**src/rtl/dma_seq_pkg.sv**
```systemverilog
package dma_seq_pkg;
  localparam int CTRL_W  = 16;
  localparam int CHAIN_W = 4;
  localparam int RING_W  = 4;

  typedef enum logic [1:0] {
    UPD_HOLD = 2'd0,
    UPD_INC  = 2'd1,
    UPD_INC2 = 2'd2,
    UPD_DEC  = 2'd3
  } upd_e;

  typedef struct packed {
    logic [CHAIN_W-1:0] chain;
    logic               ring_wr;
    logic [RING_W-1:0]  ring_bits;
    logic               wr_mod;
    logic               wr_inc;
    logic               rd_mod;
    logic               rd_inc;
    logic [1:0]         size;
    logic               en;
  } ctrl_t;

  localparam int MODE_SELF = 1;

  function automatic logic [2:0] step_bytes(input logic [1:0] sz);
    case (sz)
      2'd0:    step_bytes = 3'd1;
      2'd1:    step_bytes = 3'd2;
      default: step_bytes = 3'd4;
    endcase
  endfunction
endpackage

```
**src/rtl/dma_addr_side.sv**
```systemverilog
module dma_addr_side
  import dma_seq_pkg::*;
#(
  parameter int AW = 32,
  parameter int RW = 4
) (
  input  logic          clk,
  input  logic          rst,
  input  logic          ld,
  input  logic [AW-1:0] ld_val,
  input  logic          go,
  input  logic          adv,
  input  logic          reload,
  input  logic [1:0]    upd_type,
  input  logic [1:0]    size,
  input  logic          ring_en,
  input  logic [RW-1:0] ring_bits,
  output logic [AW-1:0] addr_o
);
  logic [AW-1:0] addr_q, snap_q, step, raw, mask, stepped;

  always_comb begin
    step = AW'(step_bytes(size));
    case (upd_e'(upd_type))
      UPD_HOLD: raw = addr_q;
      UPD_INC:  raw = addr_q + step;
      UPD_INC2: raw = addr_q + (step << 1);
      default:  raw = addr_q - step;
    endcase
    mask    = ring_en ? ((AW'(1) << ring_bits) - AW'(1)) : '1;
    stepped = (addr_q & ~mask) | (raw & mask);
  end

  always_ff @(posedge clk) begin
    if (rst) begin
      addr_q <= '0;
      snap_q <= '0;
    end else begin
      if (go) snap_q <= ld ? ld_val : addr_q;
      if (ld)          addr_q <= ld_val;
      else if (reload) addr_q <= snap_q;
      else if (adv)    addr_q <= stepped;
    end
  end

  assign addr_o = addr_q;
endmodule

```
**src/rtl/dma_beat_counter.sv**
```systemverilog
module dma_beat_counter
  import dma_seq_pkg::*;
#(
  parameter int CW    = 28,
  parameter int MW    = 4,
  parameter int CH_ID = 2
) (
  input  logic               clk,
  input  logic               rst,
  input  logic               ld,
  input  logic [CW+MW-1:0]   ld_val,
  input  logic               start_req,
  input  logic               beat,
  input  logic [CHAIN_W-1:0] chain_idx,
  output logic               go_o,
  output logic               adv_o,
  output logic               reload_o,
  output logic               busy_o,
  output logic               done_o,
  output logic               chain_o,
  output logic [MW-1:0]      mode_o
);
  localparam int TW = CW + MW;
  localparam logic [MW-1:0] M_END  = '1;
  localparam logic [MW-1:0] M_SELF = MW'(MODE_SELF);

  logic [TW-1:0] cnt_q, snap_q, load_v;
  logic [CW-1:0] left;
  logic [MW-1:0] mode;
  logic          busy_q, done_q, chain_q, endless, last;

  always_comb begin
    left     = cnt_q[CW-1:0];
    mode     = cnt_q[TW-1:CW];
    load_v   = ld ? ld_val : cnt_q;
    go_o     = start_req && ((load_v[CW-1:0] != '0) || (load_v[TW-1:CW] == M_END));
    adv_o    = busy_q && beat && !start_req;
    endless  = (mode == M_END);
    last     = adv_o && !endless && (left == CW'(1));
    reload_o = last && (mode == M_SELF);
  end

  always_ff @(posedge clk) begin
    if (rst) begin
      cnt_q   <= '0;
      snap_q  <= '0;
      busy_q  <= 1'b0;
      done_q  <= 1'b0;
      chain_q <= 1'b0;
    end else begin
      done_q  <= last;
      chain_q <= last && (chain_idx != CHAIN_W'(CH_ID));
      if (go_o) begin
        cnt_q  <= load_v;
        snap_q <= load_v;
        busy_q <= 1'b1;
      end else begin
        if (ld)                      cnt_q <= ld_val;
        else if (reload_o)           cnt_q <= snap_q;
        else if (adv_o && !endless)  cnt_q <= {mode, left - CW'(1)};
        if (last && !reload_o) busy_q <= 1'b0;
      end
    end
  end

  assign busy_o  = busy_q;
  assign done_o  = done_q;
  assign chain_o = chain_q;
  assign mode_o  = mode;
endmodule

```
**src/rtl/dma_addr_seq.sv**
```systemverilog
module dma_addr_seq
  import dma_seq_pkg::*;
#(
  parameter int AW    = 32,
  parameter int CW    = 28,
  parameter int MW    = 4,
  parameter int CH_ID = 2
) (
  input  logic               clk,
  input  logic               rst,
  input  logic               cfg_we,
  input  logic               cfg_trig,
  input  logic [CTRL_W-1:0]  cfg_wdata,
  input  logic               cnt_we,
  input  logic               cnt_trig,
  input  logic [CW+MW-1:0]   cnt_wdata,
  input  logic               rd_ld,
  input  logic [AW-1:0]      rd_ld_val,
  input  logic               wr_ld,
  input  logic [AW-1:0]      wr_ld_val,
  input  logic               beat_done,
  output logic [AW-1:0]      rd_addr,
  output logic [AW-1:0]      wr_addr,
  output logic [1:0]         beat_size,
  output logic               busy,
  output logic               done_pulse,
  output logic               chain_fire,
  output logic [CHAIN_W-1:0] chain_idx
);
  localparam int NSIDE = 2;

  ctrl_t         ctrl_q, ctrl_nxt;
  logic          start_req, go, adv, reload;
  logic [MW-1:0] cnt_mode;
  logic [AW-1:0] side_addr [NSIDE];

  always_comb begin
    ctrl_nxt  = cfg_we ? ctrl_t'(cfg_wdata) : ctrl_q;
    start_req = (cfg_we && cfg_trig && cfg_wdata[0]) ||
                (cnt_we && cnt_trig && ctrl_nxt.en);
  end

  always_ff @(posedge clk) begin
    if (rst) ctrl_q <= '0;
    else     ctrl_q <= ctrl_nxt;
  end

  dma_beat_counter #(.CW(CW), .MW(MW), .CH_ID(CH_ID)) u_cnt (
    .clk       (clk),
    .rst       (rst),
    .ld        (cnt_we),
    .ld_val    (cnt_wdata),
    .start_req (start_req),
    .beat      (beat_done),
    .chain_idx (ctrl_q.chain),
    .go_o      (go),
    .adv_o     (adv),
    .reload_o  (reload),
    .busy_o    (busy),
    .done_o    (done_pulse),
    .chain_o   (chain_fire),
    .mode_o    (cnt_mode)
  );

  for (genvar s = 0; s < NSIDE; s++) begin : g_side
    logic          ld_s, ring_s;
    logic [AW-1:0] val_s;
    logic [1:0]    upd_s;
    assign ld_s   = (s == 0) ? rd_ld : wr_ld;
    assign val_s  = (s == 0) ? rd_ld_val : wr_ld_val;
    assign upd_s  = (s == 0) ? {ctrl_q.rd_mod, ctrl_q.rd_inc} : {ctrl_q.wr_mod, ctrl_q.wr_inc};
    assign ring_s = (ctrl_q.ring_bits != '0) && (ctrl_q.ring_wr == (s == 1));

    dma_addr_side #(.AW(AW), .RW(RING_W)) u_side (
      .clk       (clk),
      .rst       (rst),
      .ld        (ld_s),
      .ld_val    (val_s),
      .go        (go),
      .adv       (adv),
      .reload    (reload),
      .upd_type  (upd_s),
      .size      (ctrl_q.size),
      .ring_en   (ring_s),
      .ring_bits (ctrl_q.ring_bits),
      .addr_o    (side_addr[s])
    );
  end

  assign rd_addr   = side_addr[0];
  assign wr_addr   = side_addr[1];
  assign beat_size = ctrl_q.size;
  assign chain_idx = ctrl_q.chain;
endmodule

```
**config.mk**
```make
export PLATFORM = sky130hd
export DESIGN_NAME = dma_addr_seq
export DESIGN_NICKNAME = d
export VERILOG_FILES = /design/src/rtl/dma_seq_pkg.sv /design/src/rtl/dma_addr_side.sv /design/src/rtl/dma_beat_counter.sv /design/src/rtl/dma_addr_seq.sv
export SDC_FILE = /design/constraint.sdc
export NUM_CORES = 1
export LEC_CHECK = 0
export ABC_AREA = 1
export ABC_CLOCK_PERIOD_IN_PS = 10400
export CAP_MARGIN = 20
export CORE_ASPECT_RATIO = 1.4
export CORE_MARGIN = 1
export CORE_UTILIZATION = 40
export CTS_BUF_LIST = sky130_fd_sc_hd__clkbuf_4
export CTS_CLUSTER_DIAMETER = 120
export DETAILED_ROUTE_END_ITERATION = 6
export HOLD_SLACK_MARGIN = 0.03
export PLACE_DENSITY = 0.65
export SYNTH_ARGS = -nofsm -noshare
export SYNTH_HDL_FRONTEND = slang
export SYNTH_HIERARCHICAL = 1
export SYNTH_SLANG_ARGS = --single-unit
```
**constraint.sdc**
```tcl
create_clock -name clk -period 10.4 [get_ports clk]
set_input_delay 1.04 -clock clk [delete_from_list [all_inputs] [get_ports clk]]
set_output_delay 1.04 -clock clk [all_outputs]
set_load 0.005 [all_outputs]
```
==> flow_metrics.py <==
metrics = {
    "yosys": {
        "mappedNetlistArea_um2": 20300,
        "syn-num-nets": 3893,
        "netlist_instances": 3694,
        "synth.avg_cell_area_um2": 5.51,
        "ys_warn_count": 6,
    },
    "routing": {
        "via_per_inst": 5.25,
        "met1_length_mm": 30.0,
        "vias": 23700,
        "met2WireLength_mm": 34.9,
        "wl_per_cell_um": 16.2,
        "drt_pass1_iterations": 7,
        "wl_met3_mm": 4.45,
        "wl_mm": 73.4,
        "drc_errors": 36,
        "first_iter_violations": 1638,
        "routed.top_layer": "met4",
        "ant_nets": 0,
    },
    "clock_network": {
        "clk_latency_ps": 850,
        "cts_max_level": 2,
        "clock-sinks": 211,
        "cts_buffers": 58,
        "postCtsHoldBufs": 0,
        "cts.repair.resized": 0,
        "clock-root-buffer": "clkbuf_4",
        "clk_pin_slew_ps": 70,
        "cts_max_path_buffers": 3,
        "cts_tree": "done",
        "postCtsSetupBuffers": 0,
    },
    "finish": {
        "postLayoutCoreUtil": 0.466,
        "layout_commonest_cell": "nand2_1",
        "final_nets": 4033,
        "drive_gt1_frac": 0.0657,
        "mostFrequentLayoutCells": "nand2_1 (1208), inv_1 (517), nor2_1 (419), a21oi_1 (308), o21ai_0 (227)",
        "syn_to_final_growth_pct": 14.7,
        "fin_cells": 4525,
    },
    "floorplanning": {
        "io_pins": 194,
        "die_x_um": 193,
        "rows": 97,
        "die_y_um": 269,
        "start_util": 0.406,
        "core_um2": 50100,
        "die-area_um2": 51800,
    },
    "critical_path": {
        "critPathMaxStageDelay_ps": 690,
        "ff2ff_path_depth": 19,
        "cpMaxStageDelayCell": "nand3_2",
        "startpoint": "cfg_we",
        "path_max_fanout": 41,
        "reg2reg_from": "ctrl_q[0]",
        "crit_chain": "clkdlybuf4s50_1, buf_4, inv_8, nand2_1, nand2_1, nand2_1, inv_1, nor2_2, buf_4, o21ai_1, buf_4, nor2_2, nand3_2, inv_2, buf_4, buf_4, nor2_1, clkinv_1, a21oi_2, inv_1, o21ai_0, a21oi_1",
        "end_kind": "flip-flop",
        "critPathLaunchType": "input pin",
        "arrival_ps": 6520,
        "cpMostUsedCell": "buf_4",
        "r2r_setup_slack_ps": 5340,
        "path_class": "input pin to flip-flop",
        "cp_data_required_time_ps": 11090,
    },
    "power": {
        "total_leakage_power_nw": 11.8,
        "cellPowerDensity_nw_per_um2": 120,
        "finalPower_mw": 2.80,
        "ir_drop_uv": 69.4,
    },
    "placed_design": {
        "place_congestion": 0.998,
        "hpwl_mm": 55.2,
        "io_buffers": 193,
        "pre_cts_ws_ps": 3860,
        "dp_cells": 4416,
    },
    "worst_hold_path": {
        "hold_end": "u_cnt/snap_q[19]",
        "hold_start": "u_cnt/snap_q[19]",
        "min_path_cells": 2,
        "min_path_type": "flip-flop to flip-flop",
    },
    "sta": {
        "setup_violations": 0,
        "fin_crit_ps": 5820,
        "hold_viol_final": 0,
        "layout_setup_ws_ps": 4580,
        "period_share": 0.560,
        "fmax_mhz": 172,
        "drv_slew": 0,
        "rsz0062_at_grt": "no",
        "tightest_slew_ps": 1080,
        "relSlewSlack": 0.275,
        "fin_setup_tns_ps": 0,
        "clock_skew_ps": 137,
    },
    "global_routing": {
        "grt_pass1_vias": 21400,
        "grt_max_degree": 100,
        "gr-total-overflow": 0,
        "antenna_found_initial": 2,
        "grt_first_pass_wirelength_mm": 113,
        "grt_util_all_layers": 0.276,
    },
    "job": {
        "maxCapViolations": 0,
    },
    "outcome": {
        "violations": "design-rule violations",
        "status": "finished, violations left",
    },
}
==> worst max-delay path: cells and delay by family <==
family	cells	cell delay [ps]
AOI/OAI and AO/OA	4	550
buffers and inverters	11	3110
and+or+nand+nor	7	1730
==> metrics by stage <==
stage	hold slack, ps	instance area [µm²]
2_1_floorplan	439	20300
4_1_cts	468	23300
5_1_grt	488	23300
3_5_place_dp	457	22500
3_3_place_gp	451	22500
6_report	464	23300
==> where the power goes <==
group | total [mW] | internal, mW | switching, mW
Combinational | 1.04 | 0.370 | 0.675
Clock | 0.795 | 0.405 | 0.390
Sequential | 0.961 | 0.862 | 0.0993
Total | 2.80 | 1.64 | 1.16
==> layout make-up <==
class / instances / area [µm²]
antenna: 2 / 5.00
clock buffer: 86 / 646
clock inverter: 20 / 115
fill: 5553 / 26800
inverter: 546 / 2060
multi-input combinational: 2799 / 13400
sequential: 211 / 4220
tap: 643 / 805
timing repair buffer: 218 / 2130
==> per-layer routing <==
metal,track usage,vias up
li1,-,12100
met1,0.333,10600
met2,0.473,896
met3,0.0293,209
met4,0.157,0
met5,0,-
==> worst max path at each step <==
stage	slack (ps)	cells after the start	to
after floorplan	6420	19	flip-flop
after global placement	4030	22	flip-flop
after detailed placement	3860	22	flip-flop
after CTS	4670	22	flip-flop
after global routing	4210	22	flip-flop
final	4580	22	flip-flop
Power figures use the tool's default switching activity.
